File: src/rtl/udp_spike_mapper.sv
module udp_spike_mapper #(
  parameter int PORT_W    = 16,
  parameter int IDX_W     = 6,
  parameter int MAX_WORDS = 256,
  parameter int DROP_W    = 16
) (
  input  logic              clk,
  input  logic              rst_n,
  input  logic [PORT_W-1:0] cfg_port,
  input  logic              in_valid,
  output logic              in_ready,
  input  logic [7:0]        in_data,
  input  logic [PORT_W-1:0] in_dport,
  input  logic              in_last,
  input  logic              tbl_we,
  input  logic [IDX_W-1:0]  tbl_idx,
  input  logic              tbl_vld,
  input  logic [13:0]       tbl_base,
  input  logic [13:0]       tbl_limit,
  output logic              ev_valid,
  input  logic              ev_ready,
  output logic [13:0]       ev_addr,
  output logic [DROP_W-1:0] drop_count
);

  localparam int ENTRIES = 1 << IDX_W;
  localparam int WCNT_W  = $clog2(MAX_WORDS + 1);
  localparam logic [WCNT_W-1:0] WORD_CAP = WCNT_W'(MAX_WORDS);

  logic              first_q, acc_q;
  logic [1:0]        bcnt_q;
  logic [IDX_W-1:0]  idx_q;
  logic [5:0]        nhi_q;
  logic [WCNT_W-1:0] wcnt_q;

  logic              ent_vld [ENTRIES];
  logic [13:0]       ent_base[ENTRIES];
  logic [13:0]       ent_lim [ENTRIES];

  logic              take, port_ok, word_done, room, hit, emit, reject;
  logic [13:0]       nrn;

  assign in_ready  = !ev_valid || ev_ready;
  assign take      = in_valid && in_ready;
  assign port_ok   = first_q ? (in_dport == cfg_port) : acc_q;
  assign word_done = take && port_ok && (bcnt_q == 2'd3);
  assign room      = wcnt_q < WORD_CAP;
  assign nrn       = {nhi_q, in_data};
  assign hit       = ent_vld[idx_q] && (nrn < ent_lim[idx_q]);
  assign emit      = word_done && room && hit;
  assign reject    = word_done && !(room && hit);

  genvar e;
  generate
    for (e = 0; e < ENTRIES; e++) begin : g_ent
      always_ff @(posedge clk) begin
        if (!rst_n)
          ent_vld[e] <= 1'b0;
        else if (tbl_we && tbl_idx == IDX_W'(e))
          ent_vld[e] <= tbl_vld;
      end
      always_ff @(posedge clk) begin
        if (tbl_we && tbl_idx == IDX_W'(e)) begin
          ent_base[e] <= tbl_base;
          ent_lim[e]  <= tbl_limit;
        end
      end
    end
  endgenerate

  always_ff @(posedge clk) begin
    if (!rst_n) begin
      first_q <= 1'b1;
      acc_q   <= 1'b0;
      bcnt_q  <= 2'd0;
      idx_q   <= '0;
      nhi_q   <= '0;
      wcnt_q  <= '0;
    end else if (take) begin
      first_q <= in_last;
      if (first_q) acc_q <= (in_dport == cfg_port);
      if (bcnt_q == 2'd1) idx_q <= in_data[IDX_W-1:0];
      if (bcnt_q == 2'd2) nhi_q <= in_data[5:0];
      bcnt_q <= in_last ? 2'd0 : bcnt_q + 2'd1;
      if (in_last)
        wcnt_q <= '0;
      else if (word_done && room)
        wcnt_q <= wcnt_q + 1'b1;
    end
  end

  always_ff @(posedge clk) begin
    if (!rst_n) begin
      ev_valid <= 1'b0;
      ev_addr  <= '0;
    end else if (emit) begin
      ev_valid <= 1'b1;
      ev_addr  <= ent_base[idx_q] + nrn;
    end else if (ev_ready) begin
      ev_valid <= 1'b0;
    end
  end

  always_ff @(posedge clk) begin
    if (!rst_n)
      drop_count <= '0;
    else if (reject && drop_count != '1)
      drop_count <= drop_count + 1'b1;
  end

endmodule

File: config.mk
export PLATFORM = sky130hd
export DESIGN_NAME = udp_spike_mapper
export DESIGN_NICKNAME = d
export VERILOG_FILES = /design/src/rtl/udp_spike_mapper.sv
export SDC_FILE = /design/constraint.sdc
export NUM_CORES = 2
export LEC_CHECK = 0
export ABC_AREA = 1
export CELL_PAD_IN_SITES_DETAIL_PLACEMENT = 0
export CELL_PAD_IN_SITES_GLOBAL_PLACEMENT = 1
export CORE_MARGIN = 8
export CORE_UTILIZATION = 30
export CTS_BUF_LIST = sky130_fd_sc_hd__clkbuf_8
export CTS_CLUSTER_DIAMETER = 60
export DETAILED_ROUTE_END_ITERATION = 10
export GPL_TIMING_DRIVEN = 1
export PLACE_DENSITY_LB_ADDON = 0.1
export RECOVER_POWER = 50
export SETUP_SLACK_MARGIN = 0.15
export SLEW_MARGIN = 20
export SYNTH_ARGS = -nofsm -noshare
export SYNTH_HDL_FRONTEND = slang
export SYNTH_SLANG_ARGS = --single-unit
File: constraint.sdc
create_clock -name clk -period 11.15 [get_ports clk]
set_input_delay 2.7875 -clock clk [delete_from_list [all_inputs] [get_ports clk]]
set_output_delay 2.7875 -clock clk [all_outputs]
set_load 0.01 [all_outputs]
Yosys cells after proc, flatten, opt, wreduce, memory -nomap -nowiden
Memories as Yosys holds them, arrays and structs flattened. A register that Yosys moved wholly into a read port is not among the register bits.
Cells that the tools add are included.

storage, ports and cells
  memory bits (writable) = 1856
  output and inout bits = 32
  logic and storage cells = 1069
  memories kept = 3
  input bits = 81
  bits in registers = 56

memory list
  memory    depth  width  read ports  clocked after memory_dff  wr ports  RTL line  text
  ent_base  64     14     1           1                         1         37        logic [13:0] ent_base[ENTRIES];
  ent_lim   64     14     1           1                         1         38        logic [13:0] ent_lim [ENTRIES];
  ent_vld   64     1      1           1                         64        36        logic ent_vld [ENTRIES];

operators by class
  reduce and logical (&&, ||, !) cells = 208
  bitwise operators = 64
  muxes and demuxes = 711
  $lt $le $gt $ge = 2
  equality and inequality tests = 68
  add/subtract/negate cells = 4

operators with widths
  cell                                                             number
  14-bit 2-to-1 mux                                                126
  14-bit OR reduction                                              126
  6-bit 2-to-1 mux                                                 132
  1-bit 2-to-1 mux                                                 450
  6-bit == test, second input constant                             32
  6-bit by 5-bit == test with 1-bit output, second input constant  16
  1-bit logical AND                                                73
  1-bit bitwise OR                                                 64
  6-bit by 4-bit == test with 1-bit output, second input constant  8
  6-bit by 3-bit == test with 1-bit output, second input constant  4
  9-bit 2-to-1 mux                                                 2
  16-bit by 1-bit adder with 16-bit output, second input constant  1
  16-bit == test                                                   1
  16-bit inequality test, second input constant                    1
  14-bit adder                                                     1
  14-bit less-than comparator                                      1
  6-bit by 2-bit == test with 1-bit output, second input constant  2
  9-bit by 1-bit adder with 9-bit output, second input constant    1
  9-bit less-than comparator, second input constant                1
  6-bit by 1-bit == test with 1-bit output, second input constant  1
  6-bit zero test                                                  1
  2-bit AND reduction                                              3
  2-bit == test, second input constant                             2
  2-bit nonzero test                                               2
  other kinds (5)                                                  6

Depth between registers and ports, before layout
  depth after elaboration = 68
  mapped depth = 28
  mapped depth without buffers = 21

Worst setup path after synthesis
OpenSTA, ideal clock, no wires.

  path type = input -> output
  from = input port ev_ready
  to = output port in_ready
  data required time = 8.363 ns
  arrival time = 2.921 ns
  buffers on the path = 0
  stages on the path = 2
  slack = 5.441 ns
  cells stage by stage = inv_1 -> nand2_1

on the way
  longest elaborated chain between the ends = 1

RTL lines
  element           RTL line  text
  from (decl)       21        input logic ev_ready,
  1-bit logical OR  43        assign in_ready = !ev_valid || ev_ready;
  to (decl)         11        output logic in_ready,

Every way passes these cells.

Worst setup path after layout
  from = input port rst_n
  to = register idx_q[1]

RTL lines
  element               RTL line  text
  from (decl)           8         input logic rst_n,
  to (signal assigned)  82        if (bcnt_q == 2'd1) idx_q <= in_data[IDX_W-1:0];
  to (decl)             32        logic [IDX_W-1:0] idx_q;

No word-level cell between the ends.

==> reports/metrics.yaml <==
yosys:
  synth_cell_type_count: 41
  syn_inst: 6145
  synth.ff_latch_count: 1918
  avgSynthCellArea_um2: 12.6
  yosysWarnings: 0
  synth_area_mm2: 0.0773
  synth_nets: 6258
  ys_seq_area_share_pct: 73.7
drt:
  wl_met3_mm: 15.4
  wl_met1_mm: 127
  drt-total-wl_mm: 274
  ant_nets: 0
  dr_total_vias: 51500
  first_iter_violations: 4341
  top_layer: "met5"
  drc: 0
  detail_route.wl_per_cell_um: 27.4
  viasPerCell: 5.16
  wl_met2_mm: 124
  dr.pass1.iters: 5
setup_path:
  crit_chain: "buf_2, clkbuf_1, inv_1, a21oi_1"
  cp-end-kind: "register"
  cp_slowest_cell: "clkbuf_1"
  crit_required_ps: 12070
  r2r_slack_ps: 4840
  path_class: "input port to register"
  critPathLaunchType: "input port"
  cp_max_fo: 85
  timing.critical_path.slowest_cell_delay_ps: 2910
  crit_buf_inv: 3
  cp_top_family: "buffers and inverters"
  cp.arrival_ps: 8350
status:
  violations: "capacitance limit, slew limit"
  status: "finished, violations left"
clock_tree:
  clkTransAtPathRegs_ps: 60
  cts_max_path_buffers: 4
  clk_latency_ps: 1070
  cts_hold_buffers: 0
  cts_buffers: 368
  cts-root-buf: "clkbuf_8"
  cts_tree: "done"
  cts_setup_buffers: 0
  clkSinkCount: 1918
  cts.htree.levels: 5
  postCtsResizedCells: 0
floorplanning:
  initial_core_util_pct: 30.1
  ioPinCount: 113
  die_width_um: 524
  core-area_mm2: 0.257
  rows: 186
  die_y_um: 524
  dieArea_mm2: 0.274
power_and_ir_drop:
  pwr-share-seq_pct: 53.6
  vdd_ir_drop_max_uv: 126
  p_comb_share_pct: 4.9
  internal-power_mw: 11.3
  p_sw_mw: 3.58
  p_clk_share_pct: 41.5
  swShare_pct: 24.0
  leakagePower_nw: 28.7
  p_per_area_mw_per_mm2: 169
cells_and_area:
  synthToLayoutAreaGrowth_pct: 14.4
  drive_above_1_share_pct: 9.96
  finalNetCount: 6451
  regArea_mm2: 0.0570
  fillCellCount: 25300
  multi_input_area_mm2: 0.0182
grt:
  grt_max_degree: 221
  grt_pass1_vias: 50600
  antenna_found_initial: 28
  overflow: 0
  grtUsageTotal_pct: 19.4
  grt_pass1_wl_mm: 385
timing:
  timing.fmax_ghz: 0.134
  slew-limit-headroom_pct: -180
  grt_setup_unrepaired: "no"
  drv_slew: 2101
  hold_ws_ps: 441
  finalSetupTns_ps: 0
  hold_viol: 0
  tightest_slew_ps: 4190
  finalSetupViolCount: 0
  period_share_pct: 66.7
  min_period_ps: 7440
  fin_worst_skew_ps: 96.8
placed_design:
  numPortBuffers: 112
  globalplace.congestion: 0.758
  dpl.hpwl_mm: 136
worst_hold_path:
  min_path_type: "register to register"
flow_run:
  max_cap_violations: 34
[registers in the layout, summed over array words and instances, names as in the netlist, named ones only]
register and flops:
ev_valid 1, acc_q 1, nhi_q 6, ent_lim 896, first_q 1, ent_vld 64, idx_q 6, drop_count 16
wcnt_q 9, ent_base 896, bcnt_q 2, ev_addr 14
[cells by family after synthesis]
family	share of synthesized area, %
simple gates	9.03
flops	73.7
xor+xnor	0.362
compound gates	13.0
fa+ha+maj	0.528
buf+inv	3.39
[through the flow]
stage	power, mW	std cells	area [um2]	setup WS (ps)	utilization [%]
finish	14.9	9981	88500	3710	34.5
global route	15.5	9979	88500	3210	34.5
CTS	15.1	9978	88600	4450	34.5
detailed placement	8.88	9352	82300	4450	32.1
global placement	8.88	9352	82300	4410	32.1
floorplan	8.48	6145	77300	5440	-
[synth_stat cells (all sizes together)]
master | number | share of area, %
o21a | 1 | 0.019
nand2 | 269 | 1.3
nor3 | 48 | 0.31
nand3b | 1 | 0.0097
nand3 | 123 | 0.82
clkinv | 5 | 0.024
fa | 1 | 0.026
inv | 131 | 0.64
dfxtp | 63 | 1.6
buf | 196 | 1.5
nor4 | 4 | 0.032
o32ai | 11 | 0.12
nor2 | 1286 | 6.3
clkbuf | 251 | 1.2
ha | 31 | 0.50
o2111ai | 1 | 0.011
nand4 | 36 | 0.29
o211ai | 28 | 0.27
o21bai | 4 | 0.039
a211oi | 2 | 0.019
a2111oi | 1 | 0.011
o31ai | 2 | 0.019
o221ai | 61 | 0.69
xor2 | 24 | 0.27
xnor2 | 8 | 0.091
o311ai | 4 | 0.045
o21ai | 1158 | 7.5
edfxtp | 1855 | 72
o22ai | 480 | 3.9
a21oi | 60 | 0.39
[final cells by class]
type	instances	area share, %
Inverter	136	0.626
Multi-Input combinational cell	3644	20.6
Sequential cell	1918	64.4
Tap cell	3384	4.78
Antenna cell	3	0.00848
Timing Repair Buffer	270	2.46
Clock inverter	253	1.33
Clock buffer	373	5.80
[worst paths after layout]
check,to,startpoint,cells after the start
max reg2reg,drop_count[11]$_SDFFE_PN0P_,register,21
min,register,idx_q[1]$_SDFFE_PN0P_,2
min reg2reg,register,idx_q[1]$_SDFFE_PN0P_,2
max,idx_q[1]$_SDFFE_PN0P_,rst_n,4
[per-layer routing]
layer	vias to the layer above	GRT usage, %
li1	23200	-
met1	26300	27.3
met2	1529	30.7
met3	405	3.67
met4	4	5.60
met5	-	0
[placed cells by master, fill, tap and decap left out, types with 5 or more instances in the layout]
cell             netlist  routed
nand2_1              267     266
clkbuf_1             251      36
buf_2                141      28
o211ai_1              28      28
o32ai_1               11      11
o21ai_1               53      53
nor2_4                 1      63
xor2_1                24      24
nor2_1              1285    1223
inv_1                128     239
nand3_1              121     120
buf_12                 0      12
clkinvlp_4             0      11
o221ai_1              61      61
dfxtp_1               63      57
edfxtp_1            1855    1855
o22ai_1              480     480
xnor2_1                8       8
clkinv_2               0      29
bufinv_16              0       5
ha_1                  31      31
dfxtp_4                0       5
clkbuf_8               0     373
clkdlybuf4s50_1        0      81
a21oi_1               60      60
o21ai_0             1105    1105
buf_4                 22     111
clkinv_1               5      93
nor3_1                48      48
nand4_1               36      36
[worst min-delay path, cell delays in order (launching register included)]
cell	delay [ps]
dfxtp_1	290
nand2_1	50
a21oi_1	70
[power groups by stage]
stage | clock network, mW | logic, mW | registers [mW]
6_report | 6.19 | 0.732 | 8.01
5_1_grt | 6.71 | 0.797 | 8.01
4_1_cts | 6.39 | 0.744 | 7.99
3_5_place_dp | 0 | 0.743 | 8.14
3_3_place_gp | 0 | 0.743 | 8.13
2_1_floorplan | 0 | 0.361 | 8.12
No activity file was read; power rests on OpenSTA's default activity.
